--- config.mk ---
export PLATFORM = sky130hd
export DESIGN_NAME = uirq_ident
export DESIGN_NICKNAME = d
export VERILOG_FILES = /design/src/rtl/uirq_pkg.sv /design/src/rtl/uirq_en_reg.sv /design/src/rtl/uirq_thr_arm.sv /design/src/rtl/uirq_pick.sv /design/src/rtl/uirq_ident.sv
export SDC_FILE = /design/constraint.sdc
export NUM_CORES = 1
export LEC_CHECK = 0
export ABC_CLOCK_PERIOD_IN_PS = 1500
export BUFFER_PORTS_ARGS = -buffer_cell sky130_fd_sc_hd__buf_2
export CAP_MARGIN = 5
export CORE_ASPECT_RATIO = 1.4
export CORE_MARGIN = 2
export CORE_UTILIZATION = 30
export CTS_CLUSTER_SIZE = 10
export DETAILED_ROUTE_END_ITERATION = 8
export PLACE_DENSITY = 0.62
export SYNTH_ARGS = -nofsm -noshare
export SYNTH_HDL_FRONTEND = slang
export SYNTH_HIERARCHICAL = 1
export SYNTH_SLANG_ARGS = --single-unit
--- constraint.sdc ---
create_clock -name clk -period 1.5 [get_ports clk]
set_input_delay 0.15 -clock clk [delete_from_list [all_inputs] [get_ports clk]]
set_output_delay 0.15 -clock clk [all_outputs]
set_load 0.005 [all_outputs]
--- src/rtl/uirq_pkg.sv ---
package uirq_pkg;
  localparam int NSRC = 8;
  localparam int CODE_W = 6;
  localparam int THR_IDX = 3;

  // source index equals priority rank (0 = most urgent)
  function automatic logic [CODE_W-1:0] src_code(input int unsigned k);
    case (k)
      0: return 6'h06;
      1: return 6'h0C;
      2: return 6'h04;
      3: return 6'h02;
      4: return 6'h00;
      5: return 6'h30;
      6: return 6'h10;
      default: return 6'h20;
    endcase
  endfunction

  function automatic logic src_gate(input int unsigned k, input logic [7:0] en);
    case (k)
      0: return en[2];
      1, 2: return en[0];
      3: return en[1];
      4, 5: return en[3];
      6: return en[5];
      default: return en[6] | en[7];
    endcase
  endfunction
endpackage

--- src/rtl/uirq_en_reg.sv ---
module uirq_en_reg #(
  parameter int DW = 8,
  parameter int LOCK_LSB = 4
) (
  input  logic          clk,
  input  logic          rst_n,
  input  logic          we,
  input  logic [DW-1:0] wdata,
  input  logic          unlock,
  output logic [DW-1:0] q
);
  localparam int HI_W = DW - LOCK_LSB;

  always_ff @(posedge clk or negedge rst_n) begin
    if (!rst_n) begin
      q <= '0;
    end else if (we) begin
      q[LOCK_LSB-1:0] <= wdata[LOCK_LSB-1:0];
      if (unlock) q[DW-1:LOCK_LSB] <= wdata[DW-1:LOCK_LSB];
    end
  end

  p_hi_locked_r2: assert property (@(posedge clk) disable iff (!rst_n)
    (we && !unlock) |=> (q[DW-1:LOCK_LSB] == $past(q[DW-1:LOCK_LSB])));

  logic [HI_W-1:0] unused_w;
  assign unused_w = '0;
endmodule

--- src/rtl/uirq_thr_arm.sv ---
module uirq_thr_arm (
  input  logic clk,
  input  logic rst_n,
  input  logic room,
  input  logic en,
  input  logic clr,
  output logic pend
);
  logic room_d, en_d;
  logic room_rise, en_rise, pend_nx;

  assign room_rise = room & ~room_d & en;
  assign en_rise   = en & ~en_d & room;
  assign pend_nx   = room & ((pend & ~clr) | room_rise | en_rise);

  always_ff @(posedge clk or negedge rst_n) begin
    if (!rst_n) begin
      room_d <= 1'b0;
      en_d   <= 1'b0;
      pend   <= 1'b0;
    end else begin
      room_d <= room;
      en_d   <= en;
      pend   <= pend_nx;
    end
  end

  p_needs_room_r7: assert property (@(posedge clk) disable iff (!rst_n)
    pend |-> $past(room));
  p_read_clears_r8: assert property (@(posedge clk) disable iff (!rst_n)
    clr |=> !pend);
endmodule

--- src/rtl/uirq_pick.sv ---
module uirq_pick #(
  parameter int N = 8
) (
  input  logic [N-1:0] req,
  output logic [N-1:0] grant,
  output logic         hit
);
  logic [N:0] blk;
  assign blk[0] = 1'b0;

  for (genvar gi = 0; gi < N; gi++) begin : g_rank
    assign grant[gi]  = req[gi] & ~blk[gi];
    assign blk[gi+1]  = blk[gi] | req[gi];
  end

  assign hit = blk[N];
endmodule

--- src/rtl/uirq_ident.sv ---
module uirq_ident
  import uirq_pkg::*;
#(
  parameter int IE_W = 8,
  parameter int IE_LOCK_LSB = 4
) (
  input  logic            clk,
  input  logic            rst_n,
  input  logic            c_line_err,
  input  logic            c_rx_tmo,
  input  logic            c_rx_lvl,
  input  logic            c_tx_room,
  input  logic            c_modem,
  input  logic            c_gpio,
  input  logic            c_xoff,
  input  logic            c_flow,
  input  logic            iie_we,
  input  logic [IE_W-1:0] iie_wdata,
  input  logic            ext_en,
  input  logic            iid_rd,
  output logic            irq_n,
  output logic [7:0]      iid,
  output logic [IE_W-1:0] iie
);
  logic [NSRC-1:0]   raw, req, grant;
  logic              hit, thr_pend, thr_clr;
  logic [CODE_W-1:0] code;

  uirq_en_reg #(.DW(IE_W), .LOCK_LSB(IE_LOCK_LSB)) u_en (
    .clk(clk), .rst_n(rst_n), .we(iie_we), .wdata(iie_wdata),
    .unlock(ext_en), .q(iie)
  );

  assign thr_clr = iid_rd & grant[THR_IDX];

  uirq_thr_arm u_thr (
    .clk(clk), .rst_n(rst_n), .room(c_tx_room), .en(iie[1]),
    .clr(thr_clr), .pend(thr_pend)
  );

  assign raw = {c_flow, c_xoff, c_gpio, c_modem, thr_pend, c_rx_lvl, c_rx_tmo, c_line_err};

  for (genvar gk = 0; gk < NSRC; gk++) begin : g_mask
    assign req[gk] = raw[gk] & src_gate(gk, iie[7:0]);
  end

  uirq_pick #(.N(NSRC)) u_pick (.req(req), .grant(grant), .hit(hit));

  always_comb begin
    code = '0;
    for (int k = 0; k < NSRC; k++)
      if (grant[k]) code = code | src_code(k);
  end

  assign iid   = {2'b00, code} | {7'b0, ~hit};
  assign irq_n = ~hit;

  p_idle_code_r4: assert property (@(posedge clk) disable iff (!rst_n)
    irq_n |-> (iid == 8'h01));
  p_one_grant_r6: assert property (@(posedge clk) disable iff (!rst_n)
    $onehot0(grant));
  p_line_err_wins_r6: assert property (@(posedge clk) disable iff (!rst_n)
    (c_line_err && iie[2]) |-> (iid[5:0] == 6'h06));
  p_pending_drives_irq_r3: assert property (@(posedge clk) disable iff (!rst_n)
    (|raw[2:0] && iie[0] && iie[2]) |-> !irq_n);
endmodule

---- After elaboration in Yosys (flattened, before gate mapping) ----
Index checks and enable logic that the tools add are counted.
word-level totals
  register bits ........................... 11
  bits of input ports ..................... 21
  output and inout bits ................... 17
  logic and storage cells ................. 72
cells by class
  reductions and logical operators ........ 1
  bitwise operators ....................... 51
  multiplexer cells ....................... 15
operators by type and width
  kind               number
  $mux W6            14
  $or A6 B6 Y6       6
  $and A1 B1 Y1      22
  $not A1 Y1         11
  $or A1 B1 Y1       10
  $or A3 B6 Y6       1
  $or A6 B1 Y6       1
  $mux W3            1
  $reduce_and A2 Y1  1

---- Logic depth before layout (Yosys ltp) ----
  depth after elaboration ................. 19
  mapped depth ............................ 5
  mapped depth without buffers ............ 5

---- By module ----
The synthesis kept the hierarchy.
modules (own cells, without submodules)
  module        area an instance (um2)  seq. area each (um2)  times used  cells an instance
  uirq_en_reg   316.6                   200.2                 1           17
  uirq_ident    112.6                   0.0                   1           18
  uirq_thr_arm  102.6                   75.1                  1           6
  uirq_pick     96.3                    0.0                   1           12

---- Worst setup path before layout ----
Ideal clock, no wire load.
  path type ............................... reg2reg
  from .................................... register u_en.q[0]
  to ...................................... register u_thr.pend
  setup time .............................. 0.122 ns
  data required time ...................... 1.378 ns
  data arrival time ....................... 1.308 ns
  path buffers ............................ 0
  stages on the path, launching flop included .. 6
  path slack .............................. 0.070 ns
  period minus slack after synthesis ...... 1.430 ns
  cells stage by stage .................... dfrtp_1 and2_1 nor4b_1 and2_1 nor2b_4 a32o_1
on the way
  longest elaborated chain between the ends .. 11
  elaborated cells on any way between the ends .. 12
  classes of those cells .................. bitwise: 12
RTL lines
  element                            line                RTL
  from (decl)                        uirq_en_reg.sv:10   output logic [DW-1:0] q
  from (signal, indexed assignment)  uirq_en_reg.sv:18   q[LOCK_LSB-1:0] <= wdata[LOCK_LSB-1:0];
  from (signal, indexed assignment)  uirq_en_reg.sv:19   if (unlock) q[DW-1:LOCK_LSB] <= wdata[DW-1:LOCK_LSB];
  $and A1 B1 Y1                      uirq_ident.sv:44    assign req[gk] = raw[gk] & src_gate(gk, iie[7:0]);
  net req[1]                         uirq_ident.sv:25    logic [NSRC-1:0] raw, req, grant;
  $or A1 B1 Y1 (2 in series)         uirq_pick.sv:13     assign blk[gi+1] = blk[gi] | req[gi];
  $not A1 Y1                         uirq_pick.sv:12     assign grant[gi] = req[gi] & ~blk[gi];
  $and A1 B1 Y1                      uirq_pick.sv:12
  net grant[3]                       uirq_ident.sv:25
  $and A1 B1 Y1                      uirq_ident.sv:34    assign thr_clr = iid_rd & grant[THR_IDX];
  net thr_clr                        uirq_ident.sv:26    logic hit, thr_pend, thr_clr;
  $not A1 Y1                         uirq_thr_arm.sv:14  assign pend_nx = room & ((pend & ~clr) | room_rise | en_rise);
  $and A1 B1 Y1                      uirq_thr_arm.sv:14
  $or A1 B1 Y1 (2 in series)         uirq_thr_arm.sv:14
  $and A1 B1 Y1                      uirq_thr_arm.sv:14
  net u_thr.pend_nx                  uirq_thr_arm.sv:10  logic room_rise, en_rise, pend_nx;
  to (signal assigned)               uirq_thr_arm.sv:24  pend <= pend_nx;
  to (decl)                          uirq_thr_arm.sv:7   output logic pend
The timed path passes the listed nets, and every way through them passes these cells.
A chain may end at the register's enable or synchronous reset.

---- Worst setup path after layout ----
  from .................................... register u_en.q[2]
  to ...................................... output port iid[5]
on the way
  elaborated cells on any way between the ends .. 35
  classes of those cells .................. mux: 7; bitwise: 28
RTL lines
  element                       line              RTL
  $and A1 B1 Y1 *               uirq_ident.sv:44
  net req[0]                    uirq_ident.sv:25
  $or A1 B1 Y1 * (4 in series)  uirq_pick.sv:13
  $not A1 Y1 *                  uirq_pick.sv:12
  $and A1 B1 Y1 *               uirq_pick.sv:12
  net grant[5]                  uirq_ident.sv:25
  $mux W6 *                     uirq_ident.sv:52  if (grant[k]) code = code | src_code(k);
  $or A6 B6 Y6                  uirq_ident.sv:52
  $mux W6 *                     uirq_ident.sv:52
  $or A6 B6 Y6                  uirq_ident.sv:52
  $mux W6 *                     uirq_ident.sv:52
  $or A6 B1 Y6 *                uirq_ident.sv:55  assign iid = {2'b00, code} | {7'b0, ~hit};
  to (decl)                     uirq_ident.sv:22  output logic [7:0] iid,
The timed path passes the listed nets; every way through them passes the cells marked *.

==> reports/metrics.yaml <==
status: "finished, violations left"
start_util: 0.318
start_kind: "flip-flop"
drc_errors: 0
n_antenna_cell: 0
grt_max_degree: 12
clk_pin_slew_ns: 0.07
skew_ns: 0.00436
routed_wl_um: 1270
hp-class: "in -> reg"
p_leak_nw: 0.494
violations: "setup timing"
timing.rr.start: "u_en/q[0]"
die_w_um: 42.4
grt_usage: 0.117
total_power_mw: 0.786
powerDensity_mw_per_mm2: 871
cp.arrival_ns: 1.53
path_cells: "and2_4, nor4_4, and3b_1, or2_2, buf_2"
dp_slack_ns: -0.0182
drtIter0Drc: 1
cap_viol_max_count: 0
fmaxAchievable_mhz: 596
holdPathStages: 1
period_share: 1.12
grt_first_pass_wirelength_um: 2140
worstReg2RegEnd: "u_thr/pend"
hold_viol: 0
setup_violations: 6
yosys_warnings: 6
cts.sinks: 11
reg2regPathDepth: 5
r2r_setup_slack_ns: 0.05
ant_nets: 0
h-tree-depth: 1
first_pass_iters: 2
postSynthCellCount: 52
viasPerCell: 4.35
worstSkewPairLatency_ns: 0.27
num_vias: 505
postSynthAreaPerCell_um2: 11.9
gp_congestion: 0.707
critPathMaxStageDelay_ns: 0.39
dieArea_mm2: 0.00245
maxSlewViolCount: 0
cts_made_buffers: 3
antenna_found_initial: 0
core.rowCount: 19
critPathSlowestCell: "dfrtp_1"
gr-total-overflow: 0
path_class: "reg -> out"
io_pins: 38
cts_tree: "done"
cts_root_buffer: "clkbuf_4"
hp-start: "c_tx_room"
hold_path_end: "u_thr/room_d"
grt_setup_unrepaired: "yes"
core_area_mm2: 0.00195
syn2layout_area_growth_pct: 45.4
crit_path_end_kind: "output port"
setup_slack_ns: -0.177
cts.path.max_buffers: 2
fin_nets: 117
grt_pass1_vias: 509
ir_drop_v: 0.000428
die_h_um: 57.8
final.min_clock_period_ns: 1.68
critPathMaxFanout: 4
io_buffers: 35
syn-cell-area_um2: 621
required_ns: 1.35
route.detailed.wl_per_inst_um: 10.9
drive_gt1_frac: 0.674
-- how the worst max path moves through the flow --
stage	startpoint	endpoint	slack (ns)
after floorplan	u_en/q[0]	u_thr/pend	0.07
after global routing	u_en/q[2]	iid[5]	-0.27
final	u_en/q[2]	iid[5]	-0.18
after detailed placement	u_en/q[0]	u_thr/pend	-0.02
after CTS	u_en/q[0]	iid[5]	-0.20
after global placement	u_en/q[0]	u_thr/pend	0.04
-- metrics by stage --
stage | hold slack, ns | std cells | TNS [ns] | util | cell area (um^2)
6_report | 0.0223 | 116 | -0.860 | 0.463 | 902
3_3_place_gp | 0.0246 | 108 | 0 | 0.420 | 818
4_1_cts | 0.0289 | 116 | -1.02 | 0.455 | 887
5_1_grt | 0.0299 | 116 | -1.45 | 0.463 | 902
3_5_place_dp | 0.0276 | 108 | -0.0182 | 0.420 | 818
2_1_floorplan | -0.146 | 53 | 0 | - | 624
-- what timing repair did --
item,4_1_cts,5_1_grt
endpoints found under the hold margin,11,0
setup endpoints to repair,7,7
hold buffers,1,0
gates resized for setup,4,3
setup buffers,3,0
pin swaps,2,0
-- worst max-delay path: cells and delay by family, from the launching register on --
family        cells  cell delay [ns]
buf+inv           1             0.10
flops             1             0.39
simple gates      4             0.77
-- sequential cells by signal, summed over array words and instances, names as in the netlist --
register      flops
u_thr/pend        1
u_en/q            8
u_thr/en_d        1
u_thr/room_d      1
-- cell type report --
cell class                      instances  area [um^2]
Fill cell                             206         1050
Multi-Input combinational cell         37          334
Sequential cell                        11          275
Timing Repair Buffer                   42          236
Clock buffer                            4         26.3
Tap cell                               21         26.3
Inverter                                1         3.75
-- layout by cell type (no fill, tap or decap), types with 2 or more instances in the layout --
cell type	n
and2_1	5
mux2_2	4
buf_2	34
dfrtp_1	11
and2_4	3
nor2_1	2
conb_1	2
buf_4	6
mux2_4	4
clkbuf_4	3
or2_2	3
-- report_power, final --
group / switching (mW) / total (mW) / internal, mW
clock: 0.0927 / 0.196 / 0.103
combinational: 0.0911 / 0.239 / 0.148
sequential: 0.0206 / 0.352 / 0.331
total: 0.204 / 0.786 / 0.582
-- routing by layer --
metal  wire length (um)  vias up  global-route usage  part of all wire
met1                484      222               0.120              0.38
met4                 34        0              0.0804             0.027
li1                   -      262                   -                 -
met5                  0        -                   0                 0
met3                 79        4              0.0374             0.062
met2                667       17               0.198              0.53
Note: power is estimated with default switching activity, not from simulation.
